[src/rtl/sdma_pkg.sv]
package sdma_pkg;

   typedef enum logic [2:0] {
      SQ_IDLE  = 3'd0,
      SQ_REQ   = 3'd1,
      SQ_WAIT  = 3'd2,
      SQ_HOLD  = 3'd3,
      SQ_DRAIN = 3'd4
   } seq_state_t;

   function automatic int unsigned ch_index_width(int unsigned n);
      return (n > 1) ? $clog2(n) : 1;
   endfunction

endpackage

[src/rtl/sdma_chan_pick.sv]
// Lowest set channel of a mask, optionally restricted to indices above a floor.
module sdma_chan_pick #(
   parameter int unsigned NUM_CH = 4,
   parameter int unsigned CH_W   = 2
) (
   input  logic [NUM_CH-1:0] mask,
   input  logic [CH_W-1:0]   floor_ch,
   input  logic              use_floor,
   output logic              found,
   output logic [CH_W-1:0]   pick
);

   logic [NUM_CH-1:0] cand;

   for (genvar gi = 0; gi < NUM_CH; gi++) begin : g_cand
      assign cand[gi] = mask[gi] & (~use_floor | (CH_W'(gi) > floor_ch));
   end

   always_comb begin
      found = 1'b0;
      pick  = '0;
      for (int i = NUM_CH - 1; i >= 0; i--) begin
         if (cand[i]) begin
            found = 1'b1;
            pick  = CH_W'(i);
         end
      end
   end

endmodule

[src/rtl/sdma_buf_ctrl.sv]
// Staging/live buffer registers, write address, result count and events.
module sdma_buf_ctrl #(
   parameter int unsigned ADDR_W    = 32,
   parameter int unsigned CNT_W     = 12,
   parameter int unsigned ADDR_STEP = 2
) (
   input  logic              clk,
   input  logic              rst_n,
   input  logic              trig_start,
   input  logic              trig_stop,
   input  logic              chain_en,
   input  logic              stage_wr,
   input  logic [ADDR_W-1:0] stage_ptr,
   input  logic [CNT_W-1:0]  stage_len,
   input  logic              wr_fire,
   output logic              armed,
   output logic              ev_started,
   output logic              ev_end,
   output logic [CNT_W-1:0]  amount,
   output logic [ADDR_W-1:0] wr_addr
);

   localparam logic [CNT_W-1:0]  CNT_ONE = CNT_W'(1);
   localparam logic [ADDR_W-1:0] STEP_A  = ADDR_W'(ADDR_STEP);

   logic [ADDR_W-1:0] stg_ptr_q;
   logic [CNT_W-1:0]  stg_len_q;
   logic [CNT_W-1:0]  live_len_q;
   logic [CNT_W-1:0]  amount_q;
   logic [ADDR_W-1:0] addr_q;
   logic              armed_q;
   logic              started_q;
   logic              end_q;
   logic              start_req;
   logic [CNT_W-1:0]  amount_inc;

   assign start_req  = trig_start | (chain_en & end_q);
   assign amount_inc = amount_q + CNT_ONE;

   always_ff @(posedge clk or negedge rst_n) begin
      if (!rst_n) begin
         stg_ptr_q  <= '0;
         stg_len_q  <= '0;
         live_len_q <= '0;
         amount_q   <= '0;
         addr_q     <= '0;
         armed_q    <= 1'b0;
         started_q  <= 1'b0;
         end_q      <= 1'b0;
      end else begin
         started_q <= 1'b0;
         end_q     <= 1'b0;
         if (stage_wr) begin
            stg_ptr_q <= stage_ptr;
            stg_len_q <= stage_len;
         end
         if (start_req) begin
            live_len_q <= stg_len_q;
            addr_q     <= stg_ptr_q;
            amount_q   <= '0;
            armed_q    <= (stg_len_q != '0);
            started_q  <= 1'b1;
         end else if (trig_stop && armed_q) begin
            armed_q <= 1'b0;
            end_q   <= 1'b1;
         end else if (wr_fire) begin
            amount_q <= amount_inc;
            addr_q   <= addr_q + STEP_A;
            if (amount_inc == live_len_q) begin
               armed_q <= 1'b0;
               end_q   <= 1'b1;
            end
         end
      end
   end

   assign armed      = armed_q;
   assign ev_started = started_q;
   assign ev_end     = end_q;
   assign amount     = amount_q;
   assign wr_addr    = addr_q;

endmodule

[src/rtl/sdma_scan_seq.sv]
// Channel scan sequencer: converter handshake and one held result.
module sdma_scan_seq
   import sdma_pkg::*;
#(
   parameter int unsigned NUM_CH = 4,
   parameter int unsigned CH_W   = 2,
   parameter int unsigned DATA_W = 16
) (
   input  logic              clk,
   input  logic              rst_n,
   input  logic              trig_sample,
   input  logic              trig_stop,
   input  logic [NUM_CH-1:0] ch_enable,
   input  logic              conv_valid,
   input  logic [DATA_W-1:0] conv_data,
   input  logic              wr_fire,
   output logic              busy,
   output logic              conv_req,
   output logic [CH_W-1:0]   conv_ch,
   output logic              have_res,
   output logic [DATA_W-1:0] res_data
);

   seq_state_t        state_q;
   logic [NUM_CH-1:0] mask_q;
   logic [CH_W-1:0]   cur_q;
   logic [DATA_W-1:0] res_q;
   logic              first_found;
   logic [CH_W-1:0]   first_ch;
   logic              next_found;
   logic [CH_W-1:0]   next_ch;

   sdma_chan_pick #(.NUM_CH(NUM_CH), .CH_W(CH_W)) u_pick_first (
      .mask      (ch_enable),
      .floor_ch  ('0),
      .use_floor (1'b0),
      .found     (first_found),
      .pick      (first_ch)
   );

   sdma_chan_pick #(.NUM_CH(NUM_CH), .CH_W(CH_W)) u_pick_next (
      .mask      (mask_q),
      .floor_ch  (cur_q),
      .use_floor (1'b1),
      .found     (next_found),
      .pick      (next_ch)
   );

   always_ff @(posedge clk or negedge rst_n) begin
      if (!rst_n) begin
         state_q <= SQ_IDLE;
         mask_q  <= '0;
         cur_q   <= '0;
         res_q   <= '0;
      end else begin
         unique case (state_q)
            SQ_IDLE: begin
               if (trig_sample && !trig_stop && first_found) begin
                  mask_q  <= ch_enable;
                  cur_q   <= first_ch;
                  state_q <= SQ_REQ;
               end
            end
            SQ_REQ: begin
               state_q <= trig_stop ? SQ_DRAIN : SQ_WAIT;
            end
            SQ_WAIT: begin
               if (conv_valid) begin
                  res_q   <= conv_data;
                  state_q <= trig_stop ? SQ_IDLE : SQ_HOLD;
               end else if (trig_stop) begin
                  state_q <= SQ_DRAIN;
               end
            end
            SQ_HOLD: begin
               if (trig_stop) begin
                  state_q <= SQ_IDLE;
               end else if (wr_fire) begin
                  if (next_found) begin
                     cur_q   <= next_ch;
                     state_q <= SQ_REQ;
                  end else begin
                     state_q <= SQ_IDLE;
                  end
               end
            end
            SQ_DRAIN: begin
               if (conv_valid) state_q <= SQ_IDLE;
            end
            default: state_q <= SQ_IDLE;
         endcase
      end
   end

   assign busy     = (state_q != SQ_IDLE);
   assign conv_req = (state_q == SQ_REQ);
   assign conv_ch  = cur_q;
   assign have_res = (state_q == SQ_HOLD);
   assign res_data = res_q;

endmodule

[src/rtl/scan_dma_sampler.sv]
module scan_dma_sampler
   import sdma_pkg::*;
#(
   parameter int unsigned NUM_CH       = 4,
   parameter int unsigned DATA_W       = 16,
   parameter int unsigned ADDR_W       = 32,
   parameter int unsigned CNT_W        = 12,
   parameter bit          HAS_AUTOSTART = 1'b1,
   localparam int unsigned CH_W        = ch_index_width(NUM_CH)
) (
   input  logic              clk,
   input  logic              rst_n,
   input  logic [NUM_CH-1:0] ch_enable,
   input  logic              autostart_en,
   input  logic              trig_start,
   input  logic              trig_sample,
   input  logic              trig_stop,
   input  logic              stage_wr,
   input  logic [ADDR_W-1:0] stage_ptr,
   input  logic [CNT_W-1:0]  stage_len,
   output logic              ev_started,
   output logic              ev_end,
   output logic              busy,
   output logic [CNT_W-1:0]  amount,
   output logic              conv_req,
   output logic [CH_W-1:0]   conv_ch,
   input  logic              conv_valid,
   input  logic [DATA_W-1:0] conv_data,
   output logic              mem_valid,
   output logic [ADDR_W-1:0] mem_addr,
   output logic [DATA_W-1:0] mem_data,
   input  logic              mem_ready
);

   localparam int unsigned ADDR_STEP = DATA_W / 8;

   if (NUM_CH < 1 || NUM_CH > 32) begin : g_bad_nch
      $error("scan_dma_sampler: NUM_CH must lie in 1..32");
   end
   if (DATA_W < 8 || (DATA_W % 8) != 0) begin : g_bad_dw
      $error("scan_dma_sampler: DATA_W must be a whole number of bytes");
   end
   if (CNT_W < 1 || CNT_W > 31) begin : g_bad_cw
      $error("scan_dma_sampler: CNT_W must lie in 1..31");
   end

   logic chain_en;
   logic armed;
   logic have_res;
   logic wr_fire;
   logic [DATA_W-1:0] res_data;

   if (HAS_AUTOSTART) begin : g_chain
      assign chain_en = autostart_en;
   end else begin : g_nochain
      logic unused_chain;
      assign unused_chain = autostart_en;
      assign chain_en     = 1'b0;
   end

   assign mem_valid = have_res & armed & ~trig_start & ~trig_stop;
   assign wr_fire   = mem_valid & mem_ready;
   assign mem_data  = res_data;

   sdma_buf_ctrl #(
      .ADDR_W    (ADDR_W),
      .CNT_W     (CNT_W),
      .ADDR_STEP (ADDR_STEP)
   ) u_buf (
      .clk        (clk),
      .rst_n      (rst_n),
      .trig_start (trig_start),
      .trig_stop  (trig_stop),
      .chain_en   (chain_en),
      .stage_wr   (stage_wr),
      .stage_ptr  (stage_ptr),
      .stage_len  (stage_len),
      .wr_fire    (wr_fire),
      .armed      (armed),
      .ev_started (ev_started),
      .ev_end     (ev_end),
      .amount     (amount),
      .wr_addr    (mem_addr)
   );

   sdma_scan_seq #(
      .NUM_CH (NUM_CH),
      .CH_W   (CH_W),
      .DATA_W (DATA_W)
   ) u_seq (
      .clk         (clk),
      .rst_n       (rst_n),
      .trig_sample (trig_sample),
      .trig_stop   (trig_stop),
      .ch_enable   (ch_enable),
      .conv_valid  (conv_valid),
      .conv_data   (conv_data),
      .wr_fire     (wr_fire),
      .busy        (busy),
      .conv_req    (conv_req),
      .conv_ch     (conv_ch),
      .have_res    (have_res),
      .res_data    (res_data)
   );

endmodule

[config.mk]
export PLATFORM = sky130hd
export DESIGN_NAME = scan_dma_sampler
export DESIGN_NICKNAME = d
export VERILOG_FILES = /design/src/rtl/sdma_pkg.sv /design/src/rtl/sdma_chan_pick.sv /design/src/rtl/sdma_buf_ctrl.sv /design/src/rtl/sdma_scan_seq.sv /design/src/rtl/scan_dma_sampler.sv
export SDC_FILE = /design/constraint.sdc
export NUM_CORES = 1
export LEC_CHECK = 0
export BUFFER_PORTS_ARGS = -buffer_cell sky130_fd_sc_hd__buf_2
export CAP_MARGIN = 20
export CORE_MARGIN = 2
export CORE_UTILIZATION = 37
export DETAILED_ROUTE_END_ITERATION = 12
export HOLD_SLACK_MARGIN = 0.05
export PLACE_DENSITY = 0.63
export SLEW_MARGIN = 20
export SYNTH_ARGS = -nofsm -noshare
export SYNTH_HDL_FRONTEND = slang
export SYNTH_SLANG_ARGS = --single-unit
[constraint.sdc]
create_clock -name clk -period 2.42 [get_ports clk]
set_input_delay 0.121 -clock clk [delete_from_list [all_inputs] [get_ports clk]]
set_output_delay 0.121 -clock clk [all_outputs]
set_load 0.1 [all_outputs]
==> summary.txt, run 1 <==
Area contributors post-synth = sky130_fd_sc_hd__dfrtp_1 53%, sky130_fd_sc_hd__mux2_2 12%, sky130_fd_sc_hd__nand2_1 5.8%
Yosys warning count = 0
Clock Tree Root = sky130_fd_sc_hd__clkbuf_16
family with the most delay on the worst path = simple AND/OR/NAND/NOR gates
arrival time at the worst endpoint = 2.51 ns
global-route congestion overflow total = 0
CTS H-tree lvls = 4
initial standard-cell utilization of the core = 0.378
later-pin clock latency in the skew report = 0.42 ns
most frequently used flop master after synthesis = sky130_fd_sc_hd__dfrtp_1
worst slack at placement = 0.179 ns
layout cells sized above 1 = 0.342
Power per Cell Area = 999 nW/um2
maximum number of pins on one net before global-route repair = 87
Antenna Violating Nets Remaining = 0
setup fix buffers added after clock tree synthesis = 0
post-route cell area = 8210 um2
most common cell in the netlist = sky130_fd_sc_hd__dfrtp_1
setup repair after global routing missed its margin = false
FFs w/ async S/R, synth = 1.00
worst path bufs/invs = 0
die area = 17,300 um2
number of maximum-capacitance constraint violations = 0
slew of the pin with the lowest slew margin = 0.807 ns
synthesized netlist net count = 630
antenna violations before repair = 0
tightest slew margin relative to the limit = 0.462
list of cells traversed by the critical path = ha_1 > xor2_1 > a2111oi_1 > nand3_1 > nor4_1 > o2111ai_1 > and3_1
number of rows in the core area = 46
total power after layout = 8200 uW
count of distinct cell types in the synthesized netlist = 54
number of enable flip-flop cells after synthesis = 0
dpl hpwl = 10,100 um
TritonCTS clock tree = done
utilization after layout = 0.517
status = finished clean
count of final hold-check violations = 0
peak ir drop on the vdd network = 0.829 mV
post-synthesis to final-layout area growth = 36.7%
CP Launch Type = flip-flop
net count reported at finish = 841
via count of the routed design = 4,881
most common library cells after synthesis = 127 x sky130_fd_sc_hd__dfrtp_1, 92 x sky130_fd_sc_hd__nand2_1, 63 x sky130_fd_sc_hd__mux2_2, 39 x sky130_fd_sc_hd__o21ai_0, 37 x sky130_fd_sc_hd__nor2_1
wire per inst = 14.9 um
syn avg cell area = 10.8 um2
part of the Yosys area used for sequential elements = 0.529
reported leakage power = 0.00372 uW
highest clock frequency the design can meet = 452 MHz
largest clock skew in the final design = 0.00828 ns
CTS clock-pin slew for the worst setup and hold paths = 0.05 ns
post-detailed-route DRC marker count = 0
First-pass DRT Iterations = 4
setup TNS = 0 ns
placeable core area = 15,900 um2
post-synthesis sequential element count = 127
detailed-route vias per instance = 4.91
number of global-route vias before repair = 5,037
number of setup violations in the final report = 0
start-to-end type of the worst setup path = flip-flop to flip-flop
die height = 131 um
cell area after technology mapping = 6000 um2
Post-DP Area = 7020 um2
port buffer count = 139
cell count along the critical path = 7
cell accounting for the most synthesized area = sky130_fd_sc_hd__dfrtp_1
share of Yosys cell area claimed by the top area cell type = 0.529
Die Width = 131 um
gate count of the mapped netlist = 554
setup ws final = 0.208 ns
fillcell total = 1,452
WHS Path Cells = 3
min cycle time layout = 2.21 ns
I/O Pins = 140
wire length of the first global-routing pass = 24,900 um
fin crit share = 0.914
global-route usage over all layers = 0.180
data required time at the worst endpoint = 2.72 ns
worst-path fanout max = 7
DRC violation total after the first TritonRoute iteration = 255
Slowest-stage cell, CP = sky130_fd_sc_hd__dfrtp_2
routability-driven placement congestion ratio = 0.829
diode count = 0
final number of max-transition violations = 0
TritonCTS Buffers = 17
number of clock sinks = 127
type of the most critical hold path = primary input to flip-flop
clk buf depth = 2
Routed WL = 14,800 um
endpoint class of the critical path = flip-flop
slowest cell delay on critical path = 0.44 ns
R2R cell count = 7
routing by layer:
| metal | vias to the layer above | global-route usage | part of all wire |
|---|---|---|---|
| met4 | 0 | 0.0785 | 0.023 |
| met1 | 2387 | 0.224 | 0.45 |
| met5 | - | 0 | 0 |
| met2 | 134 | 0.296 | 0.48 |
| met3 | 31 | 0.0463 | 0.050 |
| li1 | 2329 | - | - |
area by class of cell:
cell class | count | area [um2] | share of cell area
flip-flops and latches | 127 | 3190 | 0.388
well taps | 216 | 270 | 0.0329
multi-input cells | 391 | 2700 | 0.329
clock inverters | 7 | 62.6 | 0.00762
inverters | 11 | 41.3 | 0.00503
clock buffers | 25 | 465 | 0.0567
repair buffers | 217 | 1490 | 0.181
state kept, by name (all words and copies together), names as in the netlist:
register,count
u_buf.amount,12
u_buf.armed,1
u_buf.ev_end,1
u_buf.ev_started,1
u_buf.live_len_q,12
u_buf.stg_len_q,12
u_buf.stg_ptr_q,32
u_buf.wr_addr,32
u_seq.conv_ch,2
u_seq.mask_q,3
u_seq.res_data,16
u_seq.state_q,3
report_power, final:
part / switching (uW) / internal, uW
clock network: 893 / 1430
logic: 2340 / 730
registers: 318 / 2500
cell families after synthesis:
family,synth area share
flip-flops,0.529
AO/OA/AOI/OAI,0.0594
multiplexers,0.125
adder cells (fa/ha/maj),0.00625
AND/OR/NAND/NOR,0.176
buffers and inverters,0.0258
XOR/XNOR,0.0788
what timing repair did:
item,in CTS,in global routing
hold buffers,66,0
gates resized for setup,0,2
hold endpoints to repair,113,0
endpoints found under the setup margin,0,2
layout by cell type (no fill, tap or decap), drive strengths merged, types with 10 or more instances in the layout:
master / instances
nand3: 19
o21ai: 41
clkbuf: 25
nor4: 10
xnor2: 34
nand4: 11
buf: 151
nand2: 93
mux2: 65
nor2: 37
xor2: 20
inv: 11
dfrtp: 127
dlygate4sd3: 66
worst paths after layout:
kind	startpoint	endpoint	slack, ns
setup / recovery	u_buf.amount[1]	u_buf.armed	0.21
max in group asynchronous	rst_n	u_seq.res_data[4]	1.39
hold reg to reg	u_buf.wr_addr[0]	u_buf.wr_addr[0]	0.47
setup reg to reg	u_buf.amount[1]	u_buf.armed	0.21
min in group asynchronous	rst_n	u_buf.stg_ptr_q[14]	0.27
hold / removal	ch_enable[0]	u_seq.conv_ch[0]	0.21
per-stage QoR:
step,cells,hold slack (ns)
2_1_floorplan,554,-0.175
3_3_place_gp,896,0.197
3_5_place_dp,896,0.201
4_1_cts,994,0.196
5_1_grt,994,0.192
6_report,994,0.209
tightest hold or removal path: stages:
cell	delay (ns)
sky130_fd_sc_hd__buf_2	0.11
sky130_fd_sc_hd__o21ai_0	0.21
sky130_fd_sc_hd__mux2_4	0.15
No activity file was read; power rests on OpenSTA's default activity.
==> run 2, diff against run 1 <==
--- a/config.mk
+++ b/config.mk
@@ -15,4 +15,5 @@
 export SLEW_MARGIN = 20
 export SYNTH_ARGS = -nofsm -noshare
 export SYNTH_HDL_FRONTEND = slang
+export SYNTH_HIERARCHICAL = 1
 export SYNTH_SLANG_ARGS = --single-unit
==> constraint.sdc (replaced) <==
create_clock -name clk -period 2.42 [get_ports clk]
set_input_delay 0.242 -clock clk [delete_from_list [all_inputs] [get_ports clk]]
set_output_delay 0.242 -clock clk [all_outputs]
set_load 0.1 [all_outputs]
==> run 2 against run 1 <==
  * Worst setup slack lost 0.11 ns
  * Core utilization fell by 0.75 points
  * Combinational power increased by 7.8%
  * Non-clock buffer count decreased by 16
  * Critical endpoint is now u_buf/wr_addr[21]
  * Global-route usage shrank 0.65 points
  * First-iteration DRC count fell by 1.6%
==> summary.txt, run 2 <==
status = finished clean
initial standard-cell utilization of the core = 0.380 (+0.00236)
count of distinct cell types in the synthesized netlist = 65 (+20%)
start-to-end type of the worst setup path = flip-flop to flip-flop
TritonCTS Buffers = 17 (unchanged)
routability-driven placement congestion ratio = 0.765 (-7.8%)
global-route congestion overflow total = 0 (unchanged)
syn avg cell area = 10.8 um2 (-0.32%)
cell accounting for the most synthesized area = sky130_fd_sc_hd__dfrtp_1
largest clock skew in the final design = 0.00673 ns (-0.00154 ns)
area fraction in compound gates after synthesis = 0.0721 (+0.0127)
share of Yosys cell area claimed by the top area cell type = 0.504 (-0.0250)
final number of max-transition violations = 0 (unchanged)
dominant combinational cell family by area after synthesis = simple AND/OR/NAND/NOR gates
post-synthesis to final-layout area growth = 33.9%
Power per Cell Area = 997 nW/um2 (-0.16%)
post-synthesis sequential element count = 128 (+0.79%)
detailed-route vias per instance = 4.79 (-2.5%)
Antenna Violating Nets Remaining = 0 (unchanged)
sequential fraction of design power = 0.334 (-0.009)
most frequently used flop master after synthesis = sky130_fd_sc_hd__dfrtp_1
number of clock sinks = 128 (+0.79%)
TritonCTS clock tree = done
setup ws final = 0.0971 ns (-0.111 ns)
endpoint class of the critical path = flip-flop
most common library cells after synthesis = 128 x sky130_fd_sc_hd__dfrtp_1, 92 x sky130_fd_sc_hd__nand2_1, 58 x sky130_fd_sc_hd__mux2_2, 34 x sky130_fd_sc_hd__xnor2_1, 32 x sky130_fd_sc_hd__nor2_1
peak ir drop on the vdd network = 0.612 mV (-26%)
post-detailed-route DRC marker count = 0 (unchanged)
maximum number of pins on one net before global-route repair = 92 (+5.7%)
placeable core area = 16,700 um2 (+5.1%)
placed insts = 953 (+6.4%)
multiplexer share of the synthesized area = 0.131 (+0.00636)
Die Width = 135 um (+2.8%)
min cycle time layout = 2.32 ns (+0.111 ns)
area share of fa/ha/maj cells after synthesis = 0.00591 (-0.000342)
CP Launch Type = flip-flop
Synth Area in XOR/XNOR = 0.0745 (-0.00431)
Int Power = 4700 uW (+0.94%)
Clock Tree Root = sky130_fd_sc_hd__clkbuf_16
count of final hold-check violations = 0 (unchanged)
global routing usage on met1 = 0.230 (+0.00593)
arrival time at the worst endpoint = 2.60 ns (+0.09 ns)
global routing usage on met3 = 0.0563 (+0.0100)
highest clock frequency the design can meet = 430 MHz (-4.8%)
Post-DP Area = 7450 um2 (+6.2%)
dpl hpwl = 10,300 um (+1.2%)
global routing usage on met2 = 0.270 (-0.0269)
clk buf depth = 2 (unchanged)
post-route cell area = 8510 um2 (+3.6%)
data required time at the worst endpoint = 2.69 ns (-0.03 ns)
combinational power share = 0.391 (+0.017)
Yosys warning count = 6 (+6)
tightest slew margin relative to the limit = 0.415 (-0.0467)
First-pass DRT Iterations = 4 (unchanged)
via count of the routed design = 4,943 (+1.3%)
later-pin clock latency in the skew report = 0.42 ns (about the same)
worst slack at placement = 0.0271 ns (-0.152 ns)
slowest cell delay on critical path = 0.44 ns (about the same)
grt peak-use layer = met2
type of the most critical hold path = primary input to flip-flop
global-route usage over all layers = 0.173 (-0.00651)
wire per inst = 14.6 um (-2.0%)
I/O Pins = 140 (unchanged)
worst hold slack = 0.0692 ns (-0.140 ns)
switching part of the total = 0.446 (+0.0138)
most common cell after layout, fill and taps aside = sky130_fd_sc_hd__buf_2
fillcell total = 1,524 (+5.0%)
number of setup violations in the final report = 0 (unchanged)
part of the Yosys area used for sequential elements = 0.504 (-0.0250)
final non-filler cell total = 1,032 (+3.8%)
Area contributors post-synth = sky130_fd_sc_hd__dfrtp_1 50%, sky130_fd_sc_hd__mux2_2 10%, sky130_fd_sc_hd__nand2_1 5.4%
worst-path fanout max = 4 (-3)
reported leakage power = 0.00381 uW (+2.5%)
list of cells traversed by the critical path = nand2_4 > nor2_4 > and4bb_4 > and2_4 > a21boi_4 > and3_4 > nand2_2 > or4_4 > xnor2_2 > o21ai_1
layout cells sized above 1 = 0.367 (+0.0251)
die height = 135 um (+2.8%)
number of maximum-capacitance constraint violations = 0 (unchanged)
switching power summed over all nets = 3790 uW (+6.7%)
clock power share = 0.275 (-0.008)
die area = 18,200 um2 (+5.6%)
number of rows in the core area = 47 (+2.2%)
setup repair after global routing missed its margin = true
Slowest-stage cell, CP = sky130_fd_sc_hd__or4_4
simple-gate portion of the synthesized area = 0.179 (+0.00318)
most common cell in the netlist = sky130_fd_sc_hd__dfrtp_1
utilization after layout = 0.509 (-0.00749)
CTS H-tree lvls = 4 (unchanged)
most used cells in the layout excluding fill and tap cells = 138 x sky130_fd_sc_hd__buf_2, 125 x sky130_fd_sc_hd__dfrtp_1, 90 x sky130_fd_sc_hd__nand2_1, 58 x sky130_fd_sc_hd__mux2_2, 46 x sky130_fd_sc_hd__dlygate4sd3_1
fin crit share = 0.960 (+0.0460)
diode count = 0 (unchanged)
antenna violations before repair = 0 (unchanged)
net count reported at finish = 875 (+4.0%)
port buffer count = 139 (unchanged)
number of global-route vias before repair = 4,888 (-3.0%)
DRC violation total after the first TritonRoute iteration = 251 (-1.6%)
Routed WL = 15,000 um (+1.7%)
cell area after technology mapping = 6350 um2 (+5.8%)
number of enable flip-flop cells after synthesis = 0 (unchanged)
FFs w/ async S/R, synth = 1.00 (unchanged)
wire length of the first global-routing pass = 24,700 um (-0.67%)
gate count of the mapped netlist = 588 (+6.1%)
CTS clock-pin slew for the worst setup and hold paths = 0.06 ns (about the same)
slew of the pin with the lowest slew margin = 0.877 ns (+0.0701 ns)
-- run 2: cell types whose count changed after synthesis, sizes merged, moves of 4 or more --
cell,change
and2,+5
buf,+4
nand3,+4
nor2,-5
nor2b,+7
o211ai,+5
-- run 2: worst max-delay path, delay by kind of cell (launching register included) --
| kind | cells | cell delay, ns |
|---|---|---|
| AO/OA/AOI/OAI | 2 | 0.34 |
| XOR/XNOR | 1 | 0.13 |
| flip-flops | 1 | 0.38 |
| AND/OR/NAND/NOR | 7 | 1.31 |
-- run 2: through the flow --
| stage | setup TNS, ns | power [uW] |
|---|---|---|
| 2_1_floorplan | -1.15 | 5540 |
| 3_3_place_gp | 0 | 6100 |
| 3_5_place_dp | 0 | 6120 |
| 4_1_cts | 0 | 8560 |
| 5_1_grt | -0.119 | 8870 |
| 6_report | 0 | 8480 |
-- run 2: area by class of cell --
type	count	area, um2	share of cell area
flip-flops and latches	128	3210	0.377
multi-input cells	437	3110	0.365
repair buffers	201	1320	0.156
clock buffers	18	429	0.0504
well taps	220	275	0.0324
clock inverters	14	113	0.0132
inverters	14	52.6	0.00618
-- run 2: path summary, 6_finish.rpt --
kind                                          from                    to  slack, ns  cells past startpoint
min in group asynchronous                    rst_n  u_buf/live_len_q[10]       0.40                      2
worst min-delay path                  stage_ptr[5]    u_buf/stg_ptr_q[5]       0.07                      2
worst min register to register  u_buf/stg_ptr_q[0]      u_buf/wr_addr[0]       0.47                      2
worst max-delay path              u_seq/state_q[1]     u_buf/wr_addr[21]        0.1                     10
worst max register to register    u_seq/state_q[1]     u_buf/wr_addr[21]        0.1                     10
max in group asynchronous                    rst_n      u_buf/wr_addr[8]       1.32                      3
-- run 2: cell families after synthesis --
family | after synthesis
xor+xnor | 54
other cells | 2
compound gates | 73
buf+inv | 41
fa+ha+maj | 3
simple gates | 216
mux | 71
flops | 128
-- run 2: per-layer routing --
metal / part of all wire / wire length, um
met1: 0.46 / 6850
met2: 0.47 / 7120
met3: 0.060 / 904
met4: 0.0096 / 144
met5: 0 / 0
-- run 2: power by group through the flow --
stage          Combinational [uW]  Sequential [uW]  Clock (uW)
2_1_floorplan                1100             4440           0
3_3_place_gp                 3240             2860           0
3_5_place_dp                 3260             2860           0
4_1_cts                      3330             2830        2410
5_1_grt                      3480             2890        2490
6_report                     3310             2830        2340
-- run 2: what timing repair did --
| item | 4_1_cts | 5_1_grt |
|---|---|---|
| pin swaps | 0 | 5 |
| hold buffers | 46 | 0 |
| setup buffers | 0 | 1 |
| resized for setup | 1 | 9 |
| hold endpoints to repair | 114 | 0 |
| setup endpoints to repair | 1 | 12 |
==> run 3, diff against run 2 <==
--- a/config.mk
+++ b/config.mk
@@ -12,6 +12,7 @@
 export DETAILED_ROUTE_END_ITERATION = 12
 export HOLD_SLACK_MARGIN = 0.05
 export PLACE_DENSITY = 0.63
+export RECOVER_POWER = 100
 export SLEW_MARGIN = 20
 export SYNTH_ARGS = -nofsm -noshare
 export SYNTH_HDL_FRONTEND = slang
==> run 3 against run 2 <==
  * The run now ends with max-capacitance violations, max-slew violations left
  * Combinational power down 2%
  * First-iteration DRC count fell by 1.6%
  * Register-to-register slack about the same
  * Power decreased by 0.58%
  * Via count up 0.34%
  * Clock-buffer cell count is the same
  * Sequential cell count unchanged
  * Highest routed layer unchanged
==> summary.txt, run 3 (same netlist as run 2, synthesis figures left out) <==
status = finished, violations left
failing checks = max-capacitance violations, max-slew violations
global-route usage over all layers = 0.173 (unchanged)
tightest slew margin relative to the limit = -0.100 (-0.516)
worst-path fanout max = 4 (unchanged)
start-to-end type of the worst setup path = flip-flop to flip-flop
initial standard-cell utilization of the core = 0.380 (unchanged)
reported leakage power = 0.00371 uW (-2.7%)
wire per inst = 14.6 um (+0.37%)
antenna violations before repair = 0 (unchanged)
most common cell after layout, fill and taps aside = sky130_fd_sc_hd__dfrtp_1
DRC violation total after the first TritonRoute iteration = 247 (-1.6%)
CP Launch Type = flip-flop
Power per Cell Area = 999 nW/um2 (+0.20%)
number of rows in the core area = 47 (unchanged)
die area = 18,200 um2 (unchanged)
Post-DP Area = 7450 um2 (unchanged)
worst hold slack = 0.0687 ns (-0.000517 ns)
post-detailed-route DRC marker count = 0 (unchanged)
net count reported at finish = 875 (unchanged)
number of setup violations in the final report = 0 (unchanged)
routability-driven placement congestion ratio = 0.765 (unchanged)
post-route cell area = 8440 um2 (-0.78%)
layout cells sized above 1 = 0.330 (-0.0369)
maximum number of pins on one net before global-route repair = 92 (unchanged)
sequential fraction of design power = 0.337 (+0.003)
most used cells in the layout excluding fill and tap cells = 125 x sky130_fd_sc_hd__dfrtp_1, 110 x sky130_fd_sc_hd__buf_2, 90 x sky130_fd_sc_hd__nand2_1, 58 x sky130_fd_sc_hd__mux2_2, 46 x sky130_fd_sc_hd__dlygate4sd3_1
arrival time at the worst endpoint = 2.60 ns (about the same)
wire length of the first global-routing pass = 24,700 um (unchanged)
TritonCTS clock tree = done
clock power share = 0.277 (+0.002)
largest clock skew in the final design = 0.00674 ns (+0.000000500 ns)
highest clock frequency the design can meet = 429 MHz (-0.31%)
list of cells traversed by the critical path = nand2_4 > nor2_4 > and4bb_4 > and2_4 > a21boi_4 > and3_4 > nand2_2 > or4_4 > xnor2_2 > o21ai_1
number of maximum-capacitance constraint violations = 1 (+1)
detailed-route vias per instance = 4.81 (+0.34%)
switching power summed over all nets = 3790 uW (+0.21%)
TritonCTS Buffers = 17 (unchanged)
final number of max-transition violations = 72 (+72)
placeable core area = 16,700 um2 (unchanged)
post-synthesis to final-layout area growth = 32.9%
type of the most critical hold path = primary input to flip-flop
peak ir drop on the vdd network = 0.612 mV (about the same)
clk buf depth = 2 (unchanged)
combinational power share = 0.387 (-0.004)
diode count = 0 (unchanged)
Routed WL = 15,100 um (+0.37%)
area of the multi-input gates = 3110 um2 (unchanged)
via count of the routed design = 4,960 (+0.34%)
die height = 135 um (unchanged)
endpoint class of the critical path = flip-flop
min cycle time layout = 2.33 ns (+0.00717 ns)
port buffer count = 139 (unchanged)
Slowest-stage cell, CP = sky130_fd_sc_hd__or4_4
Clock Tree Root = sky130_fd_sc_hd__clkbuf_16
setup ws final = 0.0899 ns (-0.00717 ns)
fillcell total = 1,550 (+1.7%)
global-route congestion overflow total = 0 (unchanged)
CTS H-tree lvls = 4 (unchanged)
fin crit share = 0.963 (+0.00296)
slew of the pin with the lowest slew margin = 1.65 ns (+0.773 ns)
count of final hold-check violations = 0 (unchanged)
slowest cell delay on critical path = 0.44 ns (about the same)
Int Power = 4640 uW (-1.2%)
setup repair after global routing missed its margin = true
Antenna Violating Nets Remaining = 0 (unchanged)
Die Width = 135 um (unchanged)
number of clock sinks = 128 (unchanged)
First-pass DRT Iterations = 4 (unchanged)
data required time at the worst endpoint = 2.69 ns (about the same)
CTS clock-pin slew for the worst setup and hold paths = 0.06 ns (about the same)
switching part of the total = 0.450 (+0.00357)
footprint of the flip-flops and latches = 3210 um2 (unchanged)
dpl hpwl = 10,300 um (unchanged)
number of global-route vias before repair = 4,888 (unchanged)
later-pin clock latency in the skew report = 0.42 ns (about the same)
I/O Pins = 140 (unchanged)
worst slack at placement = 0.0271 ns (unchanged)
==> run 3: cell types whose count changed in the layout (fill, tap and decap cells not counted), sizes merged <==
cell    change
buf        -33
clkbuf     +33
==> run 3: worst max-delay path, delay by kind of cell, from the launching register on <==
kind | cells | cell delay [ns]
xor+xnor | 1 | 0.14
flops | 1 | 0.38
simple gates | 7 | 1.32
compound gates | 2 | 0.35
==> run 3: through the flow <==
step / setup TNS [ns] / std cells / power [uW] / utilization
floorplan: -1.15 / 606 / 5540 / -
global placement: 0 / 953 / 6100 / 0.446
detailed placement: 0 / 953 / 6120 / 0.446
CTS: 0 / 1031 / 8560 / 0.507
global route: -0.119 / 1032 / 8810 / 0.505
finish: 0 / 1032 / 8430 / 0.505
==> run 3: cell type report <==
class | count | share of cell area
timing repair buffer | 201 | 0.149
clock buffer | 18 | 0.0508
tap | 220 | 0.0326
inverter | 14 | 0.00623
sequential | 128 | 0.380
multi-input combinational | 437 | 0.368
clock inverter | 14 | 0.0133
==> run 3: worst paths after layout <==
kind | start | end | slack [ns] | cells past startpoint
worst max register to register | u_seq/state_q[1] | u_buf/wr_addr[21] | 0.09 | 10
worst min register to register | u_buf/stg_ptr_q[0] | u_buf/wr_addr[0] | 0.47 | 2
min in group asynchronous | rst_n | u_buf/ev_started | 0.79 | 2
worst min-delay path | stage_ptr[5] | u_buf/stg_ptr_q[5] | 0.07 | 2
worst max-delay path | u_seq/state_q[1] | u_buf/wr_addr[21] | 0.09 | 10
max in group asynchronous | rst_n | u_buf/amount[3] | 0.52 | 2
==> run 3: per-layer routing <==
layer,track usage,wire [um],up-vias,part of all wire
li1,-,-,2434,-
met1,0.230,6880,2409,0.46
met2,0.270,7130,105,0.47
met3,0.0563,902,12,0.060
met4,0.0567,162,0,0.011
met5,0,0,-,0
==> run 3: repair_timing <==
action,4_1_cts,5_1_grt
setup buffers,0,1
gates resized for setup,1,9
setup endpoints to repair,1,12
hold endpoints to repair,114,0
hold buffers,46,0
pin swaps,0,5
==> run 3: power by group through the flow <==
stage / Combinational [uW] / Clock (uW) / Sequential, uW
finish: 3260 / 2330 / 2840
global route: 3420 / 2490 / 2890
CTS: 3330 / 2410 / 2830
detailed placement: 3260 / 0 / 2860
global placement: 3240 / 0 / 2860
floorplan: 1100 / 0 / 4440
